==> config.mk <==
export PLATFORM = sky130hd
export DESIGN_NAME = bank_decoder
export DESIGN_NICKNAME = d
export VERILOG_FILES = /design/src/rtl/bankdec_pkg.sv /design/src/rtl/bankdec_region.sv /design/src/rtl/bankdec_regs.sv /design/src/rtl/bank_decoder.sv
export SDC_FILE = /design/constraint.sdc
export NUM_CORES = 1
export LEC_CHECK = 0
export ABC_AREA = 1
export BUFFER_PORTS_ARGS = -buffer_cell sky130_fd_sc_hd__buf_2
export CORE_MARGIN = 3
export CORE_UTILIZATION = 42
export DETAILED_ROUTE_END_ITERATION = 10
export PLACE_DENSITY = 0.77
export SLEW_MARGIN = 10
export SYNTH_ARGS = -nofsm -noshare
export SYNTH_HDL_FRONTEND = slang
export SYNTH_SLANG_ARGS = --single-unit
==> constraint.sdc <==
create_clock -name clk -period 1.3 [get_ports clk]
set_input_delay 0.195 -clock clk [delete_from_list [all_inputs] [get_ports clk]]
set_output_delay 0.195 -clock clk [all_outputs]
set_load 0.05 [all_outputs]
==> src/rtl/bankdec_pkg.sv <==
// Package: shared constants for the banked address decoder.
// Assumes: the select vector is one-hot with the bit positions below.
package bankdec_pkg;
    localparam int SEL_W     = 5;
    localparam int SEL_BANK  = 0;
    localparam int SEL_IO    = 1;
    localparam int SEL_HIRAM = 2;
    localparam int SEL_ROM   = 3;
    localparam int SEL_LOW   = 4;
endpackage

==> src/rtl/bankdec_region.sv <==
// Module: bankdec_region
// Purely combinational region decode of the address bus.
// Assumes: IO_PAGE falls inside $80..$9F, so the I/O page lies in the upper
// half and does not overlap the high-RAM or ROM windows. The bank registers
// occupy the lowest 2**IDX_W addresses.
module bankdec_region
    import bankdec_pkg::*;
#(
    parameter int          ADDR_W  = 16,
    parameter int          IDX_W   = 1,
    parameter logic [7:0]  IO_PAGE = 8'h9F
) (
    input  logic [ADDR_W-1:0] addr,
    output logic [SEL_W-1:0]  sel
);
    localparam int TOP = ADDR_W - 1;

    logic upper_half;
    logic bank_hit, io_hit, hiram_hit, rom_hit;

    // Split on the top bit, then match each region inside its half.
    always_comb begin
        upper_half = addr[TOP];
        bank_hit   = !upper_half && (addr[TOP-1:IDX_W] == '0);
        io_hit     = upper_half && (addr[TOP -: 8] == IO_PAGE);
        hiram_hit  = upper_half && (addr[TOP-1 -: 2] == 2'b01);
        rom_hit    = upper_half && addr[TOP-1];
    end

    // Assemble the one-hot vector; low RAM is whatever is left over.
    always_comb begin
        sel            = '0;
        sel[SEL_BANK]  = bank_hit;
        sel[SEL_IO]    = io_hit;
        sel[SEL_HIRAM] = hiram_hit;
        sel[SEL_ROM]   = rom_hit;
        sel[SEL_LOW]   = !(bank_hit || io_hit || hiram_hit || rom_hit);
    end
endmodule

==> src/rtl/bankdec_regs.sv <==
// Module: bankdec_regs
// The bank register file. Register i loads on a qualified write to index i.
// Assumes: bank_sel comes from the region decode and idx from the low
// address bits. The reset is synchronous and active low.
module bankdec_regs #(
    parameter int DATA_W   = 8,
    parameter int NUM_REGS = 2,
    parameter int IDX_W    = (NUM_REGS > 1) ? $clog2(NUM_REGS) : 1
) (
    input  logic                             clk,
    input  logic                             rst_n,
    input  logic                             bank_sel,
    input  logic [IDX_W-1:0]                 idx,
    input  logic                             we,
    input  logic                             phi2,
    input  logic [DATA_W-1:0]                wdata,
    output logic [NUM_REGS-1:0][DATA_W-1:0]  bank_q,
    output logic [DATA_W-1:0]                rdata
);
    logic wr_ok;

    // A write counts only when phase, strobe and select coincide.
    always_comb wr_ok = phi2 && we && bank_sel;

    for (genvar i = 0; i < NUM_REGS; i++) begin : g_reg
        // Hold or load register i on each clock edge.
        always_ff @(posedge clk) begin
            if (!rst_n)
                bank_q[i] <= '0;
            else if (wr_ok && (idx == IDX_W'(i)))
                bank_q[i] <= wdata;
        end
    end

    // Read-back multiplexer; it returns zero outside the register window.
    always_comb rdata = bank_sel ? bank_q[idx] : '0;
endmodule

==> src/rtl/bank_decoder.sv <==
// Module: bank_decoder (top)
// Chip-select and bank-register logic for a 16-bit address bus.
// Assumes: selects are combinational from addr. Bank outputs update only at
// a clock edge on which phi2 and we are high and addr hits a register.
module bank_decoder
    import bankdec_pkg::*;
#(
    parameter int          ADDR_W  = 16,
    parameter int          DATA_W  = 8,
    parameter logic [7:0]  IO_PAGE = 8'h9F
) (
    input  logic              clk,
    input  logic              rst_n,
    input  logic [15:0]       addr,
    input  logic [7:0]        wdata,
    input  logic              we,
    input  logic              phi2,
    output logic [4:0]        sel,
    output logic [7:0]        ram_bank,
    output logic [7:0]        rom_bank,
    output logic [7:0]        rdata
);
    localparam int NUM_REGS = 2;
    localparam int IDX_W    = $clog2(NUM_REGS);
    localparam int RAM_IDX  = 0;
    localparam int ROM_IDX  = 1;

    logic [SEL_W-1:0]                 sel_w;
    logic [NUM_REGS-1:0][DATA_W-1:0]  bank_q;

    bankdec_region #(
        .ADDR_W  (ADDR_W),
        .IDX_W   (IDX_W),
        .IO_PAGE (IO_PAGE)
    ) u_region (
        .addr (addr),
        .sel  (sel_w)
    );

    bankdec_regs #(
        .DATA_W   (DATA_W),
        .NUM_REGS (NUM_REGS),
        .IDX_W    (IDX_W)
    ) u_regs (
        .clk      (clk),
        .rst_n    (rst_n),
        .bank_sel (sel_w[SEL_BANK]),
        .idx      (addr[IDX_W-1:0]),
        .we       (we),
        .phi2     (phi2),
        .wdata    (wdata),
        .bank_q   (bank_q),
        .rdata    (rdata)
    );

    // Drive the selects and the extended bank bits out of the block.
    always_comb begin
        sel      = sel_w;
        ram_bank = bank_q[RAM_IDX];
        rom_bank = bank_q[ROM_IDX];
    end
endmodule

Word-level counts from Yosys, hierarchy flattened
Cells that the tools add are included.
Storage, ports and cells
  register bits: 16
  bits in latches: 0
  bits in writable memories: 0
  bits in read-only memories: 0
  bits of input ports: 28
  output and inout port bits: 29
  logic and storage cells: 23
  memories: 0
Operators by class
  add/sub/neg operators: 0
  multiply operators: 0
  divide/modulo/power cells: 0
  magnitude comparators: 1
  equal/unequal tests: 2
  shift-type cells: 0
  mux-type cells: 3
  bitwise operators: 1
  reductions and logical operators: 14
Operator list (number)
  $mux 8: 3
  $logic_not 14->1: 1
  $eq 8x8->1 const B: 1
  $logic_and 1x1->1: 8
  $logic_or 1x1->1: 3
  $eq 2x1->1 const B: 1
  $logic_not 1->1: 2
  $lt 1x2->1 const B: 1
  $not 1->1: 1

Depth between registers and ports, before layout
Gate-level depths: netlist of the first run.
  depth in word-level cells: 6
  depth in mapped cells: 8
  mapped depth without buffers: 7

Hierarchy
A second synthesis of the first run with hierarchy kept.
Unflattened totals
  cell total of the unflattened synthesis: 171
  area, all modules: 1083.5 sq um
By module, submodules not included
  bankdec_regs: instances 1, cells an instance 126, area an instance 884.6 sq um, seq. area each 320.3 sq um
  bankdec_region: instances 1, cells an instance 45, area an instance 198.9 sq um, seq. area each 0.0 sq um

Least setup slack after synthesis of the first run
Ideal clock, no wire load.
  kind: input to output
  start point: in addr[10]
  end point: out sel[4]
  data arrival time: 2.074 ns
  required time: 1.105 ns
  path slack: -0.969 ns
  stages: 6
  buffers on the path: 0
  cell sequence: nor2_1 nand2_1 nor2_4 nand2_1 inv_2 nor4_1
On the way
  longest elaborated chain between the ends: 6
  elaborated cells on any way between the ends: 8
  classes of those cells: eq/ne (1); reduce/logical (7)
RTL lines
  from (decl): line bank_decoder.sv:14  | input logic [15:0] addr,
  $logic_not 14->1: line bankdec_region.sv:24  | bank_hit = !upper_half && (addr[TOP-1:IDX_W] == '0);
  $logic_and 1x1->1: line bankdec_region.sv:24
  named net u_region.bank_hit: line bankdec_region.sv:19  | logic bank_hit, io_hit, hiram_hit, rom_hit;
  $logic_or 1x1->1 (3 in series): line bankdec_region.sv:37  | sel[SEL_LOW] = !(bank_hit || io_hit || hiram_hit || rom_hit);
  $logic_not 1->1: line bankdec_region.sv:37
  to (decl): line bank_decoder.sv:18  | output logic [4:0] sel,
The timed path passes the listed nets, and every way through them passes these cells.

Worst setup path after layout of the first run
  start point: in addr[12]
  end point: out rdata[6]
On the way
  longest elaborated chain between the ends: 3
RTL lines
  $logic_not 14->1: line bankdec_region.sv:24
  $logic_and 1x1->1: line bankdec_region.sv:24
  $mux 8: line bankdec_regs.sv:36  | always_comb rdata = bank_sel ? bank_q[idx] : '0;
  to (decl): line bank_decoder.sv:21  | output logic [7:0] rdata
Every way passes these cells.

==> metrics.md, run 1 <==
| Metric | Value |
|---|---|
| Result of the run | `finished with violations` |
| Violated checks | `negative setup slack` |
| Max cap viols | `0` |
| Area of combinational cells with multiple inputs | `approximately 700 sq um` |
| Synthesized area divided by synthesized cell count | `6.028 sq um` |
| Top area cells in the synthesized netlist | `dfxtp_1 (33%), nor2_1 (22%), nand2_1 (16%), inv_1 (7.8%), nand4_4 (4.4%)` |
| Max reg flops | `16` |
| Core outline area | `2062 sq um` |
| DRC violation count after routing | `0` |
| GR Util met1 | `a little over a fifth` |
| GPL Wtd Cong | `between 0.7 and 0.8` |
| Fraction of final layout cells with drive strength greater than 1 | `59.07%` |
| Global route total overflow | `0` |
| Vias per std cell | `roughly 4.7` |
| RSZ-0062 raised after global routing | `true` |
| Cell Area, Synth | `between 900 and 1000 sq um` |
| Largest registers | `u_regs.bank_q x16` |
| Post-Route WL | `roughly 3000 um` |
| Boundary pin count | `57` |
| Number of antenna violations at the first check in global routing | `0` |
| Number of instances in the placed design | `roughly 240` |
| Share of the clock period used by the worst path | `100.7%` |
| Most used cell along the critical path | `nor2_4` |
| Number of standard cells in the layout, taps in and fillers out | `about 240` |
| Crit path cell chain | `buf_8 > nor2_4 > nand2_2 > nor2_4 > nand2_4 > nor2_4 > buf_8` |
| Adder and majority cell fraction of the synthesized area | `0%` |
| Count of buffers inserted at the top-level ports | `56` |
| Skew-Pair Late Insertion Delay | `0.27 ns` |
| Met3 track utilization from global routing | `under 10%` |
| Number of antenna-violating nets in the routed design | `0` |
| Min Tclk post-route | `approximately 1.3 ns` |
| Number of sinks on the clock net | `16` |
| Number of vias in the routed layout | `approximately 1100` |
| Synth Warn # | `0` |
| Post-synthesis xor/xnor area fraction | `0%` |
| Detailed Place HPWL | `slightly above 2000 um` |
| Top cells by count, synth | `nor2_1 (56), nand2_1 (40), inv_1 (20), dfxtp_1 (16), a21oi_1 (8)` |
| Cell family contributing the most delay on the critical path | `simple AND/OR/NAND/NOR gates` |
| Critical path required time | `between 1 and 1.5 ns` |
| Main combinational cell family by area after synthesis | `simple AND/OR/NAND/NOR gates` |
| Largest fanout on the critical path | `4` |
| Cells after synthesis | `around 160` |
| Relative slew margins | `between 60 and 70%` |
| Total CTS buffers | `3` |
| Total number of nets in the final design | `around 250` |
| Post-synthesis sequential area ratio | `33.42%` |
| Via count of the first global-routing pass | `1109` |
| Reg with most FFs | `u_regs.bank_q` |
| Data arrival, critical path | `between 1 and 1.5 ns` |
| Worst hold-check path type | `in2reg` |
| Die extent in y | `about 54 um` |
| Number of nets in the synthesized netlist | `about 190` |
| Starting DRT DRC Count | `27` |
| Average wire per cell in the routed design | `around 12 um` |
| Antenna cells | `0` |
| Nature of the critical path startpoint | `input port` |
| Synth async-reset ratio | `0%` |
| Syn-to-layout area delta | `73.24%` |
| Width of the die | `approximately 54 um` |
| Most crowded layer after global routing | `met2` |
| Leak Pwr | `0.8594 nW` |
| Fin. max-slew vios | `0` |
| Area of the die | `roughly 2900 sq um` |
| Number of buffers on the longest clock path | `2` |
| TritonCTS clock tree | `yes` |
| Number of detailed-route iterations in the first pass | `4` |
| Pin count of the biggest net entering global routing | `18` |
| Clock transition at the registers of the reported paths | `0.09 ns` |
| Final Setup Violations | `1` |
| H-tree depth | `1` |
| Post-Route Utilization | `80.52%` |
| Critical Setup Path Class | `in2out` |
| Row count | `16` |
| Max Fclk | `763.7 MHz` |
| Number of distinct standard cells referenced by the synthesized netlist | `16` |
| Buffer and inverter count on the worst path | `2` |
| Count of flip-flops with a built-in enable after synthesis | `0` |
| Filler instances | `roughly 150` |
| Post-Place Setup Slack | `-0.1472 ns` |
| Slowest cell on the critical path | `nor2_4` |
| Global-route wire length before repair | `4574 um` |
| Multiplexer area fraction after synthesis | `0%` |
| Tot GR Track Use | `a little over a fifth` |
| Initial cell density of the core | `a little under half` |
| Library cell used as clock root buffer | `clkbuf_4` |
| Transition at the pin with the smallest max-transition slack | `roughly 0.5 ns` |
| Hold violation count in the final report | `0` |
| Crit path capture type | `output pin` |
| Fraction of the mapped netlist area in simple logic gates | `46.87%` |
| Largest stage delay, worst path | `approximately 0.23 ns` |
| Slack of the critical path | `-0.009471 ns` |
| Area share of the leading cell type in the synthesized netlist | `about 33%` |
| Worst clock skew | `0 ns` |
| Yosys reg bits | `16` |
| Met2 demand-to-capacity share in global routing | `44.35%` |
| Reg area | `340.3 sq um` |
| Primary FF master, synth | `dfxtp_1` |
| Share of the synthesized area in compound gates (AO/OA/AOI/OAI) | `approximately 4.2%` |
| Worst VDD drop | `514.7 uV` |
| Leading cell type by number of instances after synthesis | `nor2_1` |
| Most area-hungry cell type in the Yosys netlist | `dfxtp_1` |
| PwrDens | `553.8 nW/um^2` |
-- power breakdown --
group	total (mW)	internal, mW	switching, mW
sequential	0.489	0.489	0.00000288
combinational	0.178	0.0808	0.0976
clock	0.252	0.107	0.145
total	0.919	0.677	0.242
-- layer usage --
metal | share of wire, % | up-vias
met2 | 55 | 42
met3 | 7.1 | 4
li1 | - | 578
met4 | 0.78 | 0
met5 | 0 | -
met1 | 37 | 517
-- through the flow --
step | cell area (sq um) | hold slack (ns) | TNS, ns | total power [mW]
after detailed placement | 1404 | 0.4418 | -2.742 | 0.6406
after floorplan | 1122 | 0.3298 | -0.09249 | 0.5726
after global placement | 1404 | 0.4348 | -1.815 | 0.6359
after global routing | 1660 | 0.1448 | -0.4345 | 0.9619
final | 1660 | 0.1498 | -0.009471 | 0.9194
after CTS | 1589 | 0.1447 | -0.02459 | 0.9187
-- layout by cell type (no fill, tap or decap), types with 6 or more instances in the layout --
cell,instances
nor2_1,35
nand2_1,35
buf_2,35
nor2_4,18
inv_1,16
dfxtp_2,16
buf_6,14
a21oi_2,8
nor2_2,6
buf_8,6
buf_4,6
-- worst reg2reg max path, cell delays in order (launching register included) --
cell,delay [ns]
dfxtp_2,0.34
inv_2,0.04
buf_4,0.12
nand2_1,0.05
nand2_1,0.05
nor2_1,0.07
-- worst paths after layout --
check | from | end | slack, ns | cells past startpoint
hold reg to reg | u_regs.bank_q[10] | u_regs.bank_q[10] | 0.53 | 4
hold / removal | wdata[3] | u_regs.bank_q[11] | 0.15 | 3
setup / recovery | addr[12] | rdata[6] | -0.009 | 7
setup reg to reg | u_regs.bank_q[1] | u_regs.bank_q[1] | 0.58 | 5
-- final cells by class --
class,count,area share (%)
inverters,21,5.049
multi-input cells,113,42.43
repair buffers,62,28.64
well taps,27,2.035
flip-flops and latches,16,20.50
clock buffers,3,1.356
-- logic make-up after synthesis --
group                  after synthesis
buffers and inverters               31
AO/OA/AOI/OAI                        8
AND/OR/NAND/NOR                    104
flip-flops                          16
-- what timing repair did --
item,CTS,global route
pin swaps,18,11
hold buffers,0,0
endpoints found under the setup margin,10,11
setup buffers,0,1
hold endpoints to repair,0,0
cloned,1,0
gates resized for setup,42,23
Power figures use the tool's default switching activity.
==> inputs of run 2 (changes only) <==
--- a/config.mk
+++ b/config.mk
@@ -7,10 +7,13 @@
 export LEC_CHECK = 0
 export ABC_AREA = 1
 export BUFFER_PORTS_ARGS = -buffer_cell sky130_fd_sc_hd__buf_2
+export CAP_MARGIN = 20
 export CORE_MARGIN = 3
 export CORE_UTILIZATION = 42
 export DETAILED_ROUTE_END_ITERATION = 10
 export PLACE_DENSITY = 0.77
+export SETUP_SLACK_MARGIN = 0.05
+export SKIP_CTS_REPAIR_TIMING = 1
 export SLEW_MARGIN = 10
 export SYNTH_ARGS = -nofsm -noshare
 export SYNTH_HDL_FRONTEND = slang
==> run 2 against run 1 <==
  * The flow still finishes with violations (negative setup slack)
  * Final area is 0.90% lower
  * Die area stayed put
  * Wire length is 4.2% lower
==> metrics.md, run 2 (synthesized netlist as in run 1, its figures left out) <==
| Metric | Value |
|---|---|
| DRC violation count after routing | `0 (unchanged)` |
| Worst Reg-to-Reg Cells | `4 (was 5)` |
| Tot GR Track Use | `18.30% (was 21.43%)` |
| Result of the run | `finished with violations (unchanged)` |
| Pin count of the biggest net entering global routing | `18 (unchanged)` |
| Average wire per cell in the routed design | `11.71 um (was 12.22 um)` |
| Starting DRT DRC Count | `19 (was 27)` |
| Relative slew margins | `70.93% (was 67.23%)` |
| TritonCTS clock tree | `yes (unchanged)` |
| Violated checks | `negative setup slack (unchanged)` |
| Final Setup Violations | `7 (was 1)` |
| Internal power contribution | `734.0 uW (was 677.1 uW)` |
| Number of cells on the worst hold path | `3 (unchanged)` |
| Min Tclk post-route | `1.326 ns (was 1.309 ns)` |
| Cell family contributing the most delay on the critical path | `flip-flops (was simple AND/OR/NAND/NOR gates)` |
| Boundary pin count | `57 (unchanged)` |
| Count of buffers inserted at the top-level ports | `56 (unchanged)` |
| Number of vias in the routed layout | `1127 (was 1141)` |
| Slowest cell on the critical path | `dfxtp_2 (was nor2_4)` |
| Share of total power in combinational logic | `16.8% (was 19.4%)` |
| Clock share of power | `34.2% (was 27.4%)` |
| Slack of the critical path | `-0.02566 ns (was -0.009471 ns)` |
| Row count | `16 (unchanged)` |
| Largest registers | `u_regs.bank_q x16 (unchanged)` |
| Fraction of final layout cells with drive strength greater than 1 | `58.14% (was 59.07%)` |
| Initial cell density of the core | `46.48% (unchanged)` |
| Global route total overflow | `0 (unchanged)` |
| Clock transition at the registers of the reported paths | `0.10 ns (was 0.09 ns)` |
| Setup Total Neg Slack | `-0.1004 ns (was -0.009471 ns)` |
| Critical Setup Path Class | `reg2out (was in2out)` |
| Leading cell types in the layout, fill and taps excluded | `buf_2 (37), nor2_1 (36), nand2_1 (35) (was nor2_1 (35), nand2_1 (35), buf_2 (35))` |
| Final cell area excluding filler cells | `1645 sq um (was 1660 sq um)` |
| Worst clock skew | `0 ns (unchanged)` |
| Net switching power | `264.2 uW (was 242.3 uW)` |
| Total placed instance area | `1404 sq um (unchanged)` |
| Crit path cell chain | `inv_1 > nor2_2 > a21oi_2 > nor2_4 > buf_8 (was buf_8 > nor2_4 > nand2_2 > nor2_4 > nand2_4 > nor2_4 > buf_8)` |
| Number of antenna violations at the first check in global routing | `0 (unchanged)` |
| Global-route wire length before repair | `3933 um (was 4574 um)` |
| Buffer and inverter count on the worst path | `2 (unchanged)` |
| Antenna cells | `0 (unchanged)` |
| Cell count along the critical path | `5 (was 7)` |
| Max Fclk | `754.3 MHz (was 763.7 MHz)` |
| Post-Route Utilization | `79.79% (was 80.52%)` |
| Post-Route WL | `2834 um (was 2958 um)` |
| Fin. max-slew vios | `0 (unchanged)` |
| Total CTS buffers | `3 (unchanged)` |
| PwrDens | `606.7 nW/um^2 (was 553.8 nW/um^2)` |
| Leak Pwr | `0.8587 nW (was 0.8594 nW)` |
| Via count of the first global-routing pass | `1004 (was 1109)` |
| Data arrival, critical path | `1.13 ns (was 1.11 ns)` |
| Reg with most FFs | `u_regs.bank_q (unchanged)` |
| Worst VDD drop | `676.4 uV (was 514.7 uV)` |
| Syn-to-layout area delta | `71.67% (was 73.24%)` |
| Worst hold-check path type | `in2reg (unchanged)` |
| Share of the clock period used by the worst path | `102.0% (was 100.7%)` |
| Core outline area | `2062 sq um (unchanged)` |
| Largest fanout on the critical path | `2 (was 4)` |
| Largest stage delay, worst path | `0.34 ns (was 0.23 ns)` |
| Vias per std cell | `4.657 (was 4.715)` |
| Final hold slack | `0.1295 ns (was 0.1498 ns)` |
| Crit path capture type | `output pin (unchanged)` |
| Number of buffers on the longest clock path | `2 (unchanged)` |
| Leading cell type in the layout, fill and taps excluded | `buf_2` |
| Width of the die | `53.77 um (unchanged)` |
| Library cell used as clock root buffer | `clkbuf_4 (unchanged)` |
| RSZ-0062 raised after global routing | `true (unchanged)` |
| Total number of nets in the final design | `244 (was 245)` |
| Nature of the critical path startpoint | `flop (was input port)` |
| Post-Place Setup Slack | `-0.1370 ns (was -0.1472 ns)` |
| Number of sinks on the clock net | `16 (unchanged)` |
| Number of detailed-route iterations in the first pass | `4 (unchanged)` |
| Die extent in y | `53.77 um (unchanged)` |
| Number of antenna-violating nets in the routed design | `0 (unchanged)` |
| Area of the die | `2891 sq um (unchanged)` |
| Critical path required time | `1.11 ns (about the same)` |
| H-tree depth | `1 (unchanged)` |
| Skew-Pair Late Insertion Delay | `0.29 ns (was 0.27 ns)` |
| Filler instances | `156 (was 154)` |
| Transition at the pin with the smallest max-transition slack | `0.4360 ns (was 0.4916 ns)` |
| Hold violation count in the final report | `0 (unchanged)` |
| Max reg flops | `16 (unchanged)` |
| Detailed Place HPWL | `1942 um (was 2014 um)` |
| Share of total power consumed by net switching | `26.47% (was 26.35%)` |
| GPL Wtd Cong | `0.7303 (was 0.7378)` |
| Max cap viols | `0 (unchanged)` |
| Power share of the sequential group | `49.0% (was 53.2%)` |
-- run 2: cell types whose count changed in the layout (fill, tap and decap cells not counted), sizes merged --
cell,change
buf,-1
clkbuf,+1
-- run 2: per-layer routing --
metal  vias to the layer above  global-route usage (%)  share of wire [%]
met5                         -                       0                  0
met3                         7                   4.432                9.9
met1                       493                   18.75                 39
met4                         0                   7.660                1.8
li1                        577                       -                  -
met2                        50                   34.68                 49
-- run 2: final timing paths --
| check | to | slack (ns) | startpoint |
|---|---|---|---|
| setup reg to reg | u_regs.bank_q[9] | 0.64 | u_regs.bank_q[9] |
| hold reg to reg | u_regs.bank_q[12] | 0.53 | u_regs.bank_q[12] |
| hold / removal | u_regs.bank_q[13] | 0.13 | wdata[5] |
| setup / recovery | rdata[3] | -0.03 | u_regs.bank_q[3] |
-- run 2: stage by stage --
stage | total power, mW | cells
after floorplan | 0.5730 | 159
after global placement | 0.6360 | 237
after detailed placement | 0.6404 | 237
after CTS | 0.9725 | 241
after global routing | 1.038 | 242
final | 0.9982 | 242
-- run 2: area by class of cell --
type                       count  area (sq um)  share of cell area [%]
sequential                    16         340.3                   20.68
inverter                      21         83.83                   5.095
clock buffer                   4         36.28                   2.205
timing repair buffer          61         459.2                   27.91
multi-input combinational    113         691.9                   42.05
tap                           27         33.78                   2.053
-- run 2: power groups by stage --
stage	Combinational (mW)	Sequential [mW]	Clock (mW)
global placement	0.135	0.501	0
global route	0.179	0.489	0.369
finish	0.167	0.489	0.342
CTS	0.140	0.489	0.343
floorplan	0.0723	0.501	0
detailed placement	0.140	0.501	0
-- run 2: worst reg2reg max path, stage by stage (launching register included) --
cell and delay (ns):
dfxtp_2 0.36, inv_1 0.04, nand2_1 0.06, nand2_1 0.06, nor2_1 0.09
==> inputs of run 3 (changes only) <==
--- a/config.mk
+++ b/config.mk
@@ -5,11 +5,10 @@
 export SDC_FILE = /design/constraint.sdc
 export NUM_CORES = 1
 export LEC_CHECK = 0
-export ABC_AREA = 1
 export BUFFER_PORTS_ARGS = -buffer_cell sky130_fd_sc_hd__buf_2
 export CAP_MARGIN = 20
 export CORE_MARGIN = 3
-export CORE_UTILIZATION = 42
+export CORE_UTILIZATION = 41
 export DETAILED_ROUTE_END_ITERATION = 10
 export PLACE_DENSITY = 0.77
 export SETUP_SLACK_MARGIN = 0.05
==> run 3 against run 2 <==
  * The flow still finishes with violations (negative setup slack)
  * Setup slack worse by 0.24 ns
  * Via count shrank 18%
  * Clock-buffer cell count shrank 1
  * Sequential cell count stayed put
  * Final area is 9.3% lower
  * Maximum frequency down 15%
  * Wire length down 6.7%
  * Critical path type is now in2out
  * Largest cell class unchanged
  * Largest power group unchanged
==> metrics.md, run 3 <==
| Metric | Value |
|---|---|
| Result of the run | `finished with violations (unchanged)` |
| Violated checks | `negative setup slack (unchanged)` |
| Tot GR Track Use | `18.62% (was 18.30%)` |
| Worst hold-check path type | `in2reg (unchanged)` |
| Detailed Place HPWL | `1889 um (was 1942 um)` |
| Number of buffers on the longest clock path | `2 (unchanged)` |
| Transition at the pin with the smallest max-transition slack | `0.3685 ns (was 0.4360 ns)` |
| Top cells by count, synth | `nand2_1 (27), mux2i_1 (24), dfxtp_1 (16), nor2_1 (9), buf_4 (4) (was nor2_1 (56), nand2_1 (40), inv_1 (20), dfxtp_1 (16), a21oi_1 (8))` |
| Share of the clock period used by the worst path | `120.4% (was 102.0%)` |
| Global-route wire length before repair | `3774 um (was 3933 um)` |
| Row count | `16 (unchanged)` |
| Overall Power | `900.3 uW (was 998.2 uW)` |
| Filler instances | `170 (was 156)` |
| Critical path required time | `1.11 ns (about the same)` |
| Syn-to-layout area delta | `69.94% (was 71.67%)` |
| H-tree depth | `1 (unchanged)` |
| Largest registers | `u_regs.bank_q x16 (unchanged)` |
| Power share of the sequential group | `54.4% (was 49.0%)` |
| Leading cell types in the layout, fill and taps excluded | `buf_2 (43), nand2_1 (27), mux2i_1 (24) (was buf_2 (37), nor2_1 (36), nand2_1 (35))` |
| Share of total power consumed by net switching | `25.72% (was 26.47%)` |
| Area of combinational cells with multiple inputs | `634.4 sq um (was 691.9 sq um)` |
| Number of antenna-violating nets in the routed design | `0 (unchanged)` |
| Critical Setup Path Class | `in2out (was reg2out)` |
| Post-synthesis sequential area ratio | `36.47% (was 33.42%)` |
| Leading cell type by number of instances after synthesis | `nand2_1 (was nor2_1)` |
| Total placed instance area | `1331 sq um (was 1404 sq um)` |
| Initial cell density of the core | `43.87% (was 46.48%)` |
| Hold violation count in the final report | `0 (unchanged)` |
| Number of instances in the placed design | `184 (was 237)` |
| Share of total power in combinational logic | `18.0% (was 16.8%)` |
| Worst VDD drop | `687.0 uV (was 676.4 uV)` |
| Pin count of the biggest net entering global routing | `25 (was 18)` |
| Data arrival, critical path | `1.37 ns (was 1.13 ns)` |
| Via count of the first global-routing pass | `849 (was 1004)` |
| Final Setup Violations | `26 (was 7)` |
| TritonCTS clock tree | `yes (unchanged)` |
| Cell Area, Synth | `878.3 sq um (was 958.4 sq um)` |
| Clock transition at the registers of the reported paths | `0.09 ns (was 0.10 ns)` |
| Most area-hungry cell type in the Yosys netlist | `dfxtp_1 (unchanged)` |
| Synthesized area divided by synthesized cell count | `8.783 sq um (was 6.028 sq um)` |
| Fraction of final layout cells with drive strength greater than 1 | `56.17% (was 58.14%)` |
| GPL Wtd Cong | `0.7407 (was 0.7303)` |
| Width of the die | `52.29 um (was 53.77 um)` |
| Library cell used as clock root buffer | `clkbuf_4 (unchanged)` |
| Global route total overflow | `0 (unchanged)` |
| Number of vias in the routed layout | `925 (was 1127)` |
| Starting DRT DRC Count | `11 (was 19)` |
| DRC violation count after routing | `0 (unchanged)` |
| Number of detailed-route iterations in the first pass | `4 (unchanged)` |
| Area of the die | `2734 sq um (was 2891 sq um)` |
| Count of flip-flops with a built-in enable after synthesis | `0 (unchanged)` |
| Die extent in y | `52.29 um (was 53.77 um)` |
| Worst clock skew | `0 ns (unchanged)` |
| Final cell area excluding filler cells | `1493 sq um (was 1645 sq um)` |
| Internal power contribution | `668.8 uW (was 734.0 uW)` |
| Clock share of power | `27.6% (was 34.2%)` |
| Setup slack, reg-to-reg | `0.66 ns (was 0.64 ns)` |
| Number of distinct standard cells referenced by the synthesized netlist | `19 (was 16)` |
| Count of buffers inserted at the top-level ports | `56 (unchanged)` |
| Reg area | `320.3 sq um (was 340.3 sq um)` |
| Antenna cells | `0 (unchanged)` |
| Area share of the leading cell type in the synthesized netlist | `36.47% (was 33.42%)` |
| Cells after synthesis | `100 (was 159)` |
| Total number of nets in the final design | `192 (was 244)` |
| Total CTS buffers | `3 (unchanged)` |
| Number of antenna violations at the first check in global routing | `0 (unchanged)` |
| Net switching power | `231.5 uW (was 264.2 uW)` |
| Leak Pwr | `0.7019 nW (was 0.8587 nW)` |
| Top area cells in the synthesized netlist | `dfxtp_1 (36%), mux2i_1 (27%), nand2_1 (12%), nor4_4 (4.8%), nor2_1 (3.8%) (was dfxtp_1 (33%), nor2_1 (22%), nand2_1 (16%), inv_1 (7.8%), nand4_4 (4.4%))` |
| Core outline area | `2002 sq um (was 2062 sq um)` |
| Post-Route WL | `2643 um (was 2834 um)` |
| Yosys reg bits | `16 (unchanged)` |
| Leading cell type in the layout, fill and taps excluded | `buf_2 (unchanged)` |
| Slack of the critical path | `-0.2652 ns (was -0.02566 ns)` |
| Primary FF master, synth | `dfxtp_1 (unchanged)` |
| Number of sinks on the clock net | `16 (unchanged)` |
| Number of nets in the synthesized netlist | `128 (was 187)` |
| Max Fclk | `638.9 MHz (was 754.3 MHz)` |
| Largest fanout on the critical path | `5 (was 2)` |
| Post-Route Utilization | `74.56% (was 79.79%)` |
| Relative slew margins | `75.43% (was 70.93%)` |
| Min Tclk post-route | `1.565 ns (was 1.326 ns)` |
| Skew-Pair Late Insertion Delay | `0.28 ns (was 0.29 ns)` |
| Synth Warn # | `0 (unchanged)` |
| Average wire per cell in the routed design | `13.98 um (was 11.71 um)` |
| Nature of the critical path startpoint | `input port (was flop)` |
| Boundary pin count | `57 (unchanged)` |
| Vias per std cell | `4.894 (was 4.657)` |
| Reg with most FFs | `u_regs.bank_q (unchanged)` |
| Number of standard cells in the layout, taps in and fillers out | `189 (was 242)` |
| Final hold slack | `0.1768 ns (was 0.1295 ns)` |
| Crit path capture type | `output pin (unchanged)` |
| RSZ-0062 raised after global routing | `true (unchanged)` |
| Max reg flops | `16 (unchanged)` |
| Max cap viols | `0 (unchanged)` |
| Synth async-reset ratio | `0% (unchanged)` |
| Fin. max-slew vios | `0 (unchanged)` |
| PwrDens | `603.1 nW/um^2 (was 606.7 nW/um^2)` |
run 3: cell types whose count changed in the layout (fill, tap and decap cells not counted), moves of 6 or more:
cell	change
a21oi_2	-8
nor2_4	-8
dfxtp_2	-16
inv_1	-17
nand2_1	-8
mux2i_1	+24
dfxtp_1	+16
nor2_1	-35
nor2_2	-7
buf_2	+6
run 3: kinds of logic (layout without fill, tap and decap cells):
kind of cell	count (synthesis)	count (layout)	share of synthesized area (%)
AND/OR/NAND/NOR	49	50	29.06
AO/OA/AOI/OAI	1	1	0.8550
buffers and inverters	10	71	6.267
flip-flops	16	16	36.47
multiplexers	24	24	27.35
run 3: path summary, 6_finish.rpt:
| kind | end | start | cells after the start |
|---|---|---|---|
| hold reg to reg | u_regs.bank_q[6] | u_regs.bank_q[6] | 2 |
| hold / removal | u_regs.bank_q[12] | wdata[4] | 3 |
| setup reg to reg | u_regs.bank_q[15] | u_regs.bank_q[15] | 2 |
| setup / recovery | rdata[2] | addr[15] | 6 |
run 3: metrics by stage:
| step | worst slack (ns) | TNS (ns) |
|---|---|---|
| after floorplan | -0.1854 | -2.856 |
| after global placement | -0.3247 | -7.066 |
| after detailed placement | -0.3659 | -7.880 |
| after CTS | -0.3691 | -3.635 |
| after global routing | -0.2969 | -3.998 |
| final | -0.2652 | -3.175 |
run 3: critical path, cell delays in order:
cell and delay [ns]:
buf_8 0.10, nor4_4 0.28, nand3_2 0.14, or2_4 0.35
nor2_4 0.14, buf_8 0.15
run 3: power by group through the flow:
stage | sequential (mW) | combinational, mW | clock (mW)
after global placement | 0.501 | 0.142 | 0
after global routing | 0.490 | 0.174 | 0.281
after CTS | 0.490 | 0.148 | 0.262
after detailed placement | 0.501 | 0.147 | 0
after floorplan | 0.501 | 0.0701 | 0
final | 0.490 | 0.162 | 0.249
run 3: final cells by class:
| cell class | count | share of cell area, % |
|---|---|---|
| Clock buffer | 3 | 1.509 |
| Sequential cell | 16 | 21.46 |
| Tap cell | 27 | 2.263 |
| Inverter | 1 | 0.4191 |
| Multi-Input combinational cell | 75 | 42.50 |
| Timing Repair Buffer | 67 | 31.85 |
run 3: layer usage:
metal,up-vias,global-route usage [%],share of wire (%)
met2,36,30.58,53
met5,-,0,0
met3,2,3.704,5.5
met1,427,24.04,41
li1,460,-,-
met4,0,6.383,0.34
